**src/rtl/cfl_pkg.sv**
```systemverilog
package cfl_pkg;

    localparam int FIELD_W    = 4;
    localparam int NUM_FIELDS = 8;
    localparam int CR_W       = FIELD_W * NUM_FIELDS;
    localparam int SEL_W      = $clog2(NUM_FIELDS);
    localparam int TLUT_W     = 1 << 3;
    localparam int BLUT_W     = 1 << 2;

    typedef logic [FIELD_W-1:0] field_t;
    typedef logic [SEL_W-1:0]   fsel_t;
    typedef logic [CR_W-1:0]    creg_t;
    typedef logic [TLUT_W-1:0]  tlut_t;

    typedef enum logic {
        OP_TERN = 1'b0,
        OP_BIN  = 1'b1
    } op_e;

    typedef struct packed {
        op_e    op;
        fsel_t  tgt;
        fsel_t  a;
        fsel_t  b;
        fsel_t  c;
        tlut_t  imm;
        field_t mask;
    } req_t;

    // Least-significant register bit position of field n.
    function automatic int field_lsb(input int n);
        return CR_W - FIELD_W * (n + 1);
    endfunction

    // Places a field-sized vector at the position of the selected field.
    function automatic creg_t place(input field_t v, input fsel_t sel);
        creg_t r;
        r = '0;
        for (int n = 0; n < NUM_FIELDS; n++) begin
            if (sel == fsel_t'(n)) begin
                r[field_lsb(n) +: FIELD_W] = v;
            end
        end
        return r;
    endfunction

endpackage

```
**src/rtl/cfl_field_mux.sv**
```systemverilog
module cfl_field_mux
    import cfl_pkg::*;
(
    input  creg_t  cr,
    input  fsel_t  sel,
    output field_t fld
);
    always_comb begin
        fld = '0;
        for (int n = 0; n < NUM_FIELDS; n++) begin
            if (sel == fsel_t'(n)) begin
                fld = cr[field_lsb(n) +: FIELD_W];
            end
        end
    end
endmodule

```
**src/rtl/cfl_lut_lane.sv**
```systemverilog
module cfl_lut_lane
    import cfl_pkg::*;
(
    input  op_e    op,
    input  logic   bit_a,
    input  logic   bit_b,
    input  logic   bit_c,
    input  tlut_t  imm,
    input  field_t dyn_lut,
    output logic   res
);
    logic [2:0] t_idx;
    logic [1:0] b_idx;

    always_comb begin
        t_idx = {bit_a, bit_b, bit_c};
        b_idx = {bit_a, bit_b};
        if (op == OP_TERN) begin
            res = imm[t_idx];
        end else begin
            res = dyn_lut[b_idx];
        end
    end
endmodule

```
**src/rtl/cfl_field_merge.sv**
```systemverilog
module cfl_field_merge
    import cfl_pkg::*;
(
    input  creg_t  cr,
    input  fsel_t  tgt,
    input  field_t new_bits,
    input  field_t mask,
    output creg_t  cr_next
);
    field_t merged;

    cfl_field_mux u_old (
        .cr  (cr),
        .sel (tgt),
        .fld (merged_old)
    );

    field_t merged_old;

    always_comb begin
        merged = (new_bits & mask) | (merged_old & ~mask);
    end

    for (genvar n = 0; n < NUM_FIELDS; n++) begin : g_field
        localparam int LSB = CR_W - FIELD_W * (n + 1);
        always_comb begin
            if (tgt == fsel_t'(n)) begin
                cr_next[LSB +: FIELD_W] = merged;
            end else begin
                cr_next[LSB +: FIELD_W] = cr[LSB +: FIELD_W];
            end
        end
    end
endmodule

```
**src/rtl/cfl_unit.sv**
```systemverilog
module cfl_unit
    import cfl_pkg::*;
(
    input  logic        clk,
    input  logic        rst,
    input  logic        in_valid,
    input  logic        op_sel,
    input  logic [31:0] cr_in,
    input  logic [2:0]  tgt_sel,
    input  logic [2:0]  src_a_sel,
    input  logic [2:0]  src_b_sel,
    input  logic [2:0]  src_c_sel,
    input  logic [7:0]  lut_imm,
    input  logic [3:0]  wr_mask,
    output logic        out_valid,
    output logic [31:0] cr_out
);
    req_t   req;
    field_t fa, fb, fc;
    field_t lane_res;
    creg_t  cr_next;

    always_comb begin
        req.op   = op_e'(op_sel);
        req.tgt  = tgt_sel;
        req.a    = src_a_sel;
        req.b    = src_b_sel;
        req.c    = src_c_sel;
        req.imm  = lut_imm;
        req.mask = wr_mask;
    end

    // All sources come from the incoming register (read before write).
    cfl_field_mux u_src_a (.cr(cr_in), .sel(req.a), .fld(fa));
    cfl_field_mux u_src_b (.cr(cr_in), .sel(req.b), .fld(fb));
    cfl_field_mux u_src_c (.cr(cr_in), .sel(req.c), .fld(fc));

    for (genvar k = 0; k < FIELD_W; k++) begin : g_lane
        cfl_lut_lane u_lane (
            .op      (req.op),
            .bit_a   (fa[k]),
            .bit_b   (fb[k]),
            .bit_c   (fc[k]),
            .imm     (req.imm),
            .dyn_lut (fc),
            .res     (lane_res[k])
        );
    end

    cfl_field_merge u_merge (
        .cr       (cr_in),
        .tgt      (req.tgt),
        .new_bits (lane_res),
        .mask     (req.mask),
        .cr_next  (cr_next)
    );

    always_ff @(posedge clk) begin
        if (rst) begin
            out_valid <= 1'b0;
            cr_out    <= '0;
        end else begin
            out_valid <= in_valid;
            if (in_valid) begin
                cr_out <= cr_next;
            end
        end
    end
endmodule

```
**config.mk**
```make
export PLATFORM = sky130hd
export DESIGN_NAME = cfl_unit
export DESIGN_NICKNAME = d
export VERILOG_FILES = /design/src/rtl/cfl_pkg.sv /design/src/rtl/cfl_field_mux.sv /design/src/rtl/cfl_lut_lane.sv /design/src/rtl/cfl_field_merge.sv /design/src/rtl/cfl_unit.sv
export SDC_FILE = /design/constraint.sdc
export NUM_CORES = 1
export LEC_CHECK = 0
export ABC_AREA = 1
export BUFFER_PORTS_ARGS = -buffer_cell sky130_fd_sc_hd__buf_2
export CAP_MARGIN = 25
export CORE_MARGIN = 3
export CORE_UTILIZATION = 45
export CTS_CLUSTER_DIAMETER = 120
export DETAILED_ROUTE_END_ITERATION = 8
export GPL_ROUTABILITY_DRIVEN = 0
export GPL_TIMING_DRIVEN = 1
export HOLD_SLACK_MARGIN = 0.08
export PLACE_DENSITY_LB_ADDON = 0.25
export SYNTH_ARGS = -nofsm -noshare
export SYNTH_HDL_FRONTEND = slang
export SYNTH_SLANG_ARGS = --single-unit
```
**constraint.sdc**
```tcl
create_clock -name clk -period 2.2 [get_ports clk]
set_clock_uncertainty 0.1 [all_clocks]
set_input_delay 0.22 -clock clk [delete_from_list [all_inputs] [get_ports clk]]
set_output_delay 0.22 -clock clk [all_outputs]
set_load 0.02 [all_outputs]
```
Yosys cells after proc, flatten, opt, wreduce, memory -nomap -nowiden:

Index checks and enable logic that the tools add are counted.

* bitwise operators: 4
* reductions and logical operators: 4
* equal/unequal tests: 28
* multiplexer cells: 60
* magnitude comparators: 8

Operators with widths (number)
* $mux W4: 40
* $eq A3 B3 Y1 const B: 16
* $eq A3 B2 Y1 const B: 8
* $lt A3 B4 Y1 const B: 4
* $bmux W1 S3: 4
* $eq A3 B1 Y1 const B: 4
* $logic_not A3 Y1: 4
* $lt A2 B3 Y1 const B: 4
* $mux W1: 12
* $and A4 B4 Y4: 2
* $bmux W1 S2: 4
* $not A4 Y4: 1
* $or A4 B4 Y4: 1

* word-level logic and storage cells: 106
* bits in registers: 33
* output and inout port bits: 33

Logic depth before layout (Yosys ltp):

Gate-level depths: netlist of run 1.

* depth in word-level cells: 15
* depth in mapped cells: 20
* mapped depth without buffers: 19

Hierarchy:

A second synthesis of run 1 with hierarchy kept.

* cells, all modules: 714
* area total of the unflattened synthesis: 3713.6 um^2

By module, submodules not included
* cfl_unit: area each 1352.5 um^2, times used 1, seq. area each 660.6 um^2, cells an instance 206
* cfl_field_mux: area each 311.5 um^2, times used 4, seq. area each 0.0 um^2, cells an instance 59
* cfl_field_merge: area each 559.3 um^2, times used 1, seq. area each 0.0 um^2, cells an instance 136
* cfl_lut_lane: area each 138.9 um^2, times used 4, seq. area each 0.0 um^2, cells an instance 34

Least setup slack after synthesis of run 1:

Ideal clock, no wire load.

* kind: input -> register
* from: input src_b_sel[0]
* to: register cr_out[7]
* data required time: 1968 ps
* setup time: 132 ps
* path slack: 258 ps
* stages: 15
* path buffers: 1
* arrival time: 1710 ps
* path through: buf_2 -> nor2_1 -> nand2_1 -> inv_1 -> a21oi_1 -> nand3_1 -> nand2_1 -> a21boi_2 -> nand3_1 -> nand3_1 -> nand3_1 -> nand2_4 -> nand3_1 -> nand2_1 -> a21oi_1

* longest elaborated chain between the ends: 15

RTL lines
* start: declaration: RTL line cfl_unit.sv:11 `input logic [2:0] src_b_sel,`
* $logic_not A3 Y1: RTL line cfl_field_mux.sv:11 `if (sel == fsel_t'(n)) begin`
* $mux W4 (7 in a row): RTL line cfl_field_mux.sv:11
* $mux W4 *: RTL line cfl_field_mux.sv:11
* $bmux W1 S3 / $bmux W1 S2 (equally long branches): RTL line cfl_lut_lane.sv:19, cfl_lut_lane.sv:21
* $mux W1 (on tied branches): RTL line cfl_lut_lane.sv:19, cfl_lut_lane.sv:21
* $mux W1 *: RTL line cfl_lut_lane.sv:18 `if (op == OP_TERN) begin`
* $and A4 B4 Y4 *: RTL line cfl_field_merge.sv:21 `merged = (new_bits & mask) | (merged_old & ~mask);`
* $or A4 B4 Y4 *: RTL line cfl_field_merge.sv:21
* $mux W4 *: RTL line cfl_field_merge.sv:27 `if (tgt == fsel_t'(n)) begin`
* end signal: assignment: RTL line cfl_unit.sv:65 `cr_out <= cr_next;`
* end: declaration: RTL line cfl_unit.sv:16 `output logic [31:0] cr_out`

Mark *: on every way between the ends. The rest lies on a longest branch, timed or not. The select of a mux whose other input is x is not followed.
A chain may end at the register's enable or synchronous reset.

Worst setup path after layout of run 1:

* from: input src_b_sel[1]
* to: register cr_out[19]

The elaborated chain is that of the path after synthesis.

==> impl_summary.md, run 1 <==
Global routing
Global routing used 27.5% of the available tracks across all layers. The pin count of the biggest net entering global routing is 36. The busiest layer in global routing is met2. The global-route met3 utilization is 3.98%. The met2 usage in global routing is 48.0%. The first-pass GRT wire length is 19300 um. The via count of the first global-routing pass was 4122. After global routing the overflow that remains totals 0. The initial antenna violation count came to 0. The met1 global-route usage is 35.8%.

Final layout
Cells with a size suffix above 1 make up 23.6% of the layout. The number of antenna diodes in the final layout is 0. The net count of the finished layout is 778.

The number of non-filler instances in the completed layout is 815. The area growth from synthesis to layout is 24.7%.

Floorplan
The region available for standard cell placement spans 0.00702 mm2. In this run the core area contains 30 standard-cell rows. The floorplan step defined a die boundary enclosing 0.00853 mm2. For this configuration, the core starts out at a cell density of 47.8%. The chip width is 92.4 um. The die outline height is 92.4 um. The I/O pin count is 93.

STA
The number of max-slew violations in the final report is 0. For the pin with the worst max-slew slack, the measured transition is 576 ps. The count of final hold-check violations is 0. The top achievable clock speed is 0.491 GHz.

The worst max-slew margin expressed relative to the limit is 61.6%. The fraction of the cycle the final worst path needs is 92.5%. Setup repair after global routing could not meet its margin everywhere. Setup violations remaining at the end of the flow were counted as 0. The post-route minimum period is 2030 ps. The total negative setup slack is 0 ps.

Worst hold path
The path class of the tightest hold or removal check is input pin to register. The number of instances on the worst hold path is 4.

Run status
The run finished with clean final reports.

Pwr
For this design the ratio of total power to cell area is 469 mW/mm2. In this run the static leakage power is 2.14 nW. Across the VDD grid, the largest voltage drop is 0.000343 V.

Setup path
The worst setup path is captured at a register. Along the worst path, the maximum fanout reaches 8. The worst-case reg-to-reg path depth is 2. At the worst endpoint, the arrival time is 2080 ps. STA puts the critical path data required time at 2250 ps. The worst setup path is of the input pin to register kind. STA classifies the critical path startpoint as an input pin.

CTS
The clock edge transition at the registers on the reported setup and hold paths is 70 ps. The root buffer cell chosen for the clock tree is sky130_fd_sc_hd__clkbuf_8. Buffers inserted during clock tree synthesis total 5. CTS saw 33 sinks. The largest buffer count on any clock path is 2. The TritonCTS clock tree is yes. For the worst-skew pair, the clock arrives at the later sink with an insertion delay of 290 ps. The clock tree synthesis step divided the H-tree into 2 levels. The number of hold-repair buffers added at the cts stage is 0.

Synth
The synthesis warning total is 0. Yosys attributes the largest share of cell area to sky130_fd_sc_hd__nand2_1 21%, sky130_fd_sc_hd__dfxtp_1 20%, sky130_fd_sc_hd__nand3_1 17%, sky130_fd_sc_hd__a21oi_1 12%, sky130_fd_sc_hd__inv_1 7.3%. After synthesis the netlist holds a flip-flop and latch count of 33. The synthesized instance count is 607. Counting instances in the post-synthesis netlist gives the leading cell types as 189 x sky130_fd_sc_hd__nand2_1, 113 x sky130_fd_sc_hd__nand3_1, 83 x sky130_fd_sc_hd__a21oi_1. In the synthesized netlist the async set-or-reset flop fraction comes to 0%. The number of synthesized flops with an enable pin is 0.

After synthesis, the largest area contributor takes up 21.1% of total cell area. The total nets after synthesis is 667. The mapped netlist covers 0.00336 mm2. The share of the Yosys chip area taken by registers is 19.7%. The biggest area contributor in the post-synthesis netlist is sky130_fd_sc_hd__nand2_1. In the synthesized netlist the dominant register cell turns out to be sky130_fd_sc_hd__dfxtp_1. The post-synthesis cell type count is 29. After synthesis, the mean cell area works out to 5.53 um2. The most frequently used cell type in the post-synthesis netlist is sky130_fd_sc_hd__nand2_1.

Drt
The residual DRC count is 0. Wires add up to 12000 um. The detail route stage leaves a number of antenna-violating nets equal to 0. In the routed layout, each cell is associated on average with a via count of 5.64. The number of detailed-route iterations in the first pass is 5. The via count is 4597.

The routed wirelength normalized by instance count is 14.8 um. After the first detailed-routing iteration, the DRC count stood at 394.

Placed design
The HPWL reported at the end of detailed placement is 9520 um. The number of instances in the placed design is 807. The quantity of I/O buffers inserted on ports is 92.

Run
Max-cap violations in this run came to 0.
## area by class of cell
class                   count  area, um2
clock inverters             2       10.0
well taps                  96        120
inverters                  79        297
fillers                   740       2830
multi-input cells         479       2340
repair buffers            120        683
clock buffers               6       72.6
flip-flops and latches     33        661
## critical path, stage by stage
cell	delay (ps)
sky130_fd_sc_hd__buf_2	150
sky130_fd_sc_hd__nor2_2	210
sky130_fd_sc_hd__nand2_1	110
sky130_fd_sc_hd__inv_1	130
sky130_fd_sc_hd__a21oi_1	80
sky130_fd_sc_hd__nand3_1	100
sky130_fd_sc_hd__nand2_1	90
sky130_fd_sc_hd__a21boi_2	230
sky130_fd_sc_hd__nand3_1	120
sky130_fd_sc_hd__nand3_1	100
sky130_fd_sc_hd__nand3_1	150
sky130_fd_sc_hd__nand2_4	160
sky130_fd_sc_hd__nand3_1	80
sky130_fd_sc_hd__nand2_1	100
sky130_fd_sc_hd__a21oi_1	70
## metrics by stage
| step | setup slack, ps | power [mW] | hold WS [ps] | cell area, um2 | util, % |
|---|---|---|---|---|---|
| 6_report | 165 | 1.96 | 231 | 4190 | 59.6 |
| 2_1_floorplan | 258 | 1.22 | 350 | 3360 | - |
| 3_5_place_dp | -167 | 1.51 | 355 | 4080 | 58.2 |
| 4_1_cts | 135 | 1.95 | 218 | 4170 | 59.4 |
| 5_1_grt | -29.9 | 2.09 | 238 | 4190 | 59.6 |
| 3_3_place_gp | -81.6 | 1.50 | 353 | 4080 | 58.2 |
## path summary, 6_finish.rpt
check | from | end | slack, ps
setup / recovery | src_b_sel[1] | cr_out[19] | 170
hold / removal | in_valid | cr_out[7] | 230
setup reg to reg | cr_out[10] | cr_out[10] | 1450
hold reg to reg | cr_out[2] | cr_out[2] | 360
## power breakdown
part	switching (mW)	internal, mW	total, mW	leakage, nW
registers	0.0182	0.637	0.655	0.272
clock network	0.218	0.219	0.437	0.0450
logic	0.581	0.291	0.872	1.82
total	0.817	1.15	1.96	2.14
## routing by layer
| metal | vias up | part of all wire, % |
|---|---|---|
| met2 | 286 | 48 |
| met4 | 0 | 2.3 |
| met5 | - | 0 |
| met3 | 37 | 9.5 |
| li1 | 2257 | - |
| met1 | 2017 | 40 |
## cells by family after synthesis
family          count (synthesis)  share of synthesized area [%]
simple gates                  371                           51.7
flops                          33                           19.7
compound gates                108                           17.6
buf+inv                        95                           11.1
## what timing repair did
item,in CTS,in global routing
gates resized for setup,0,5
endpoints found under the setup margin,0,32
buffers inserted,0,0
## cell usage in the layout, fill, tap and decap left out, types with 7 or more instances in the layout
master / n
sky130_fd_sc_hd__a21oi_1: 83
sky130_fd_sc_hd__buf_2: 92
sky130_fd_sc_hd__buf_4: 27
sky130_fd_sc_hd__dfxtp_1: 33
sky130_fd_sc_hd__inv_1: 65
sky130_fd_sc_hd__inv_2: 13
sky130_fd_sc_hd__nand2_1: 187
sky130_fd_sc_hd__nand2_2: 7
sky130_fd_sc_hd__nand3_1: 113
sky130_fd_sc_hd__nand4_1: 15
sky130_fd_sc_hd__nor2_1: 18
sky130_fd_sc_hd__nor3_1: 8
sky130_fd_sc_hd__nor3_2: 8
sky130_fd_sc_hd__o21ai_0: 10
## sequential cells by signal (all words and copies together) (netlist names)
register / cells
cr_out: 32
out_valid: 1
No activity file was read; power rests on OpenSTA's default activity.
==> inputs of run 2 (changes only) <==
--- a/config.mk
+++ b/config.mk
@@ -8,7 +8,6 @@
 export ABC_AREA = 1
 export BUFFER_PORTS_ARGS = -buffer_cell sky130_fd_sc_hd__buf_2
 export CAP_MARGIN = 25
-export CORE_MARGIN = 3
 export CORE_UTILIZATION = 45
 export CTS_CLUSTER_DIAMETER = 120
 export DETAILED_ROUTE_END_ITERATION = 8
==> run 2 against run 1 <==
Against the previous run: die area shrank 8.5%; setup slack gained 39 ps; utilization shrank 1.4 points; sequential power is essentially flat; routed wire length shrank 4.5%; fmax grew 1.9%; via count shrank 2.0%; non-clock buffer count shrank 1; final area grew 0.45%; count of clock-buffer cells in the layout grew 1; critical path type unchanged; largest cell class unchanged.
==> impl_summary.md, run 2 (same netlist as run 1, synthesis figures left out) <==
Floorplan
In this run the core area contains 31 standard-cell rows. The core region area is 0.00721 mm2. The die covers 0.00781 mm2.

93 I/O pins were placed. Once the floorplan was initialized, standard cells occupied 46.5% of the core. The chip width is 88.4 um.

The die outline height is 88.4 um.

Final layout
The total inserted antenna cells is 0. After the flow finishes, the layout carries non-filler instances totaling 817. In the layout the commonest cells are 189 x sky130_fd_sc_hd__nand2_1, 113 x sky130_fd_sc_hd__nand3_1, 92 x sky130_fd_sc_hd__buf_2, 83 x sky130_fd_sc_hd__a21oi_1, 65 x sky130_fd_sc_hd__inv_1. The flip-flop count of the largest register after layout is 32.

Leaving out fill and tap cells, the most frequent cell in the layout is sky130_fd_sc_hd__nand2_1. The register with the most flip-flops in the final layout is cr_out. The final layout contains 777 nets. The area growth from synthesis to layout is 25.3%.

The layout cell share with drive strength beyond 1 is 23.3%. The largest registers in the layout are cr_out x32, out_valid x1.

Global routing
The first global-routing pass estimated 18500 um of wire. The pin count of the biggest net entering global routing is 51. The total track usage is 30.2%. The initial antenna violation count was 0.

The via count of the first global-routing pass is 4079. The global route total overflow is 0.

Drt
The mean number of vias per cell is 5.51. The number of nets with antenna violations after routing is 0. The first TritonRoute pass finished after 5 iterations. The total routed wirelength is 11500 um. For this block, wires on met1 add up to 5230 um.

The residual DRC count is 0. After detailed routing, the average wire length per cell comes to 14.1 um. The via count is 4504. In this run, the number of DRC markers left after iteration 0 of detailed routing was 314. In this run the top signal layer used is met4. The total met3 wirelength after detailed routing is 853 um. The total met2 wirelength after detailed routing is 5150 um.

STA
The worst path uses 90.7% of the clock period. Setup slack on the critical path of the routed design comes to 204 ps. The actual transition at the worst max-transition pin is 575 ps. The number of max-slew violations in the final report is 0. The worst hold slack is 230 ps. Timing would allow up to 0.501 GHz.

Setup violations remaining at the end of the flow were counted as 0. Setup repair after global routing left no endpoint under its margin. The worst path needs 2000 ps of the cycle, external delays included. The count of final hold-check violations was 0. The worst max-slew margin expressed relative to the limit is 61.6%.

CTS
The clock edge transition at the registers on the reported setup and hold paths is 60 ps. Buffers added to address setup during post-CTS repair amount to 0. The tree is rooted in a sky130_fd_sc_hd__clkbuf_8. The longest clock path from root to sink contains 2 buffers. The number of H-tree levels is 2. The later pin in the worst-skew pair is clocked with a latency of 280 ps. Counting the buffers created by CTS gives 5. The total clock sinks is 33.

The TritonCTS clock tree is yes.

Pwr
In this run, flip-flops and latches consume 31.3% of the power. The relative contribution of the clock network to total power is 27.8%. The maximum ir drop on the vdd rail is 0.000620 V.

The power density relative to cell area is 499 mW/mm2. Net switching is 38.2% of the power. The part of the power in combinational logic is 40.9%.

In this run the static leakage power is 2.15 nW. The cell-internal power is 1.29 mW. In this run the power spent charging and discharging nets is 0.802 mW.

Run
The tool flagged a number of max-cap violations equal to 0.

Setup path
Data on the critical path is required at its endpoint by 2240 ps. In this run the worst path has a maximum fanout of 8. The critical path start-end classification is input pin to register. The arrival time of the worst setup path is 2040 ps.

The startpoint class of the critical path is an input pin. The endpoint type of the worst setup path is a register.

Placed design
The HPWL reported at the end of detailed placement is 9260 um. The post-place setup slack is -101 ps. The number of instances in the placed design is 809. The quantity of I/O buffers inserted on ports is 92.

Run status
The flow ran to the end, and the final reports show no timing, DRC or antenna violations.

Worst hold path
The class of the tightest hold or removal check is input pin to register.
[run 2: changes by cell type in the layout (fill, tap and decap cells not counted)]
cell                        delta
sky130_fd_sc_hd__clkinv_2      -2
sky130_fd_sc_hd__nand2_2       -2
sky130_fd_sc_hd__clkbuf_8      +1
sky130_fd_sc_hd__buf_4         -1
sky130_fd_sc_hd__nor3_4        -1
sky130_fd_sc_hd__nand2_1       +2
sky130_fd_sc_hd__bufinv_16     +1
sky130_fd_sc_hd__nor3_2        +1
[run 2: critical path, cell delays in order]
cell                      delay, ps
sky130_fd_sc_hd__buf_2          110
sky130_fd_sc_hd__inv_1          110
sky130_fd_sc_hd__nand3_2        140
sky130_fd_sc_hd__inv_1          130
sky130_fd_sc_hd__nand2_1         60
sky130_fd_sc_hd__nand2_1         90
sky130_fd_sc_hd__nand2_1         60
sky130_fd_sc_hd__nand2_1         70
sky130_fd_sc_hd__nand3_2        130
sky130_fd_sc_hd__nand2_4        140
sky130_fd_sc_hd__nand2_1         60
sky130_fd_sc_hd__nand3_1         90
sky130_fd_sc_hd__nand2_1         70
sky130_fd_sc_hd__nand2_1         60
sky130_fd_sc_hd__nand3_1        100
sky130_fd_sc_hd__nand2_4        130
sky130_fd_sc_hd__nand3_1         80
sky130_fd_sc_hd__nand2_1        100
sky130_fd_sc_hd__a21oi_1         70
[run 2: final cells by class]
type | instances | area, um2
clock inverter | 1 | 30.0
inverter | 79 | 297
timing repair buffer | 119 | 676
fill | 765 | 3010
sequential | 33 | 661
tap | 99 | 124
clock buffer | 7 | 86.3
multi-input combinational | 479 | 2330
[run 2: final timing paths]
path	slack (ps)	cells past startpoint	from	to
setup / recovery	200	19	src_c_sel[0]	cr_out[22]
hold / removal	230	4	in_valid	cr_out[5]
setup reg to reg	1470	2	cr_out[19]	cr_out[19]
hold reg to reg	360	2	cr_out[23]	cr_out[23]
[run 2: repair_timing]
| action | CTS | global route |
|---|---|---|
| endpoints found under the setup margin | 0 | 17 |
| hold buffers | 0 | 0 |
| hold endpoints to repair | 0 | 0 |
| resized for setup | 0 | 2 |
[run 2: power groups by stage]
stage	Sequential (mW)	Combinational [mW]	Clock, mW
2_1_floorplan	0.716	0.501	0
3_3_place_gp	0.668	0.826	0
3_5_place_dp	0.668	0.839	0
4_1_cts	0.656	0.842	0.596
5_1_grt	0.659	0.949	0.624
6_report	0.656	0.858	0.583
[run 2: per-stage QoR]
stage          cell area (um2)  TNS [ps]  power, mW  util (%)
3_3_place_gp              4080      -332       1.49      56.6
5_1_grt                   4200         0       2.23      58.3
4_1_cts                   4200         0       2.09      58.2
2_1_floorplan             3360         0       1.22         -
3_5_place_dp              4080     -1160       1.51      56.6
6_report                  4200         0       2.10      58.3
[run 2: layer usage]
metal / vias up / global-route usage [%]
met5: - / 0
met4: 0 / 10.7
met3: 26 / 2.99
met2: 221 / 50.2
met1: 2007 / 40.6
li1: 2250 / -
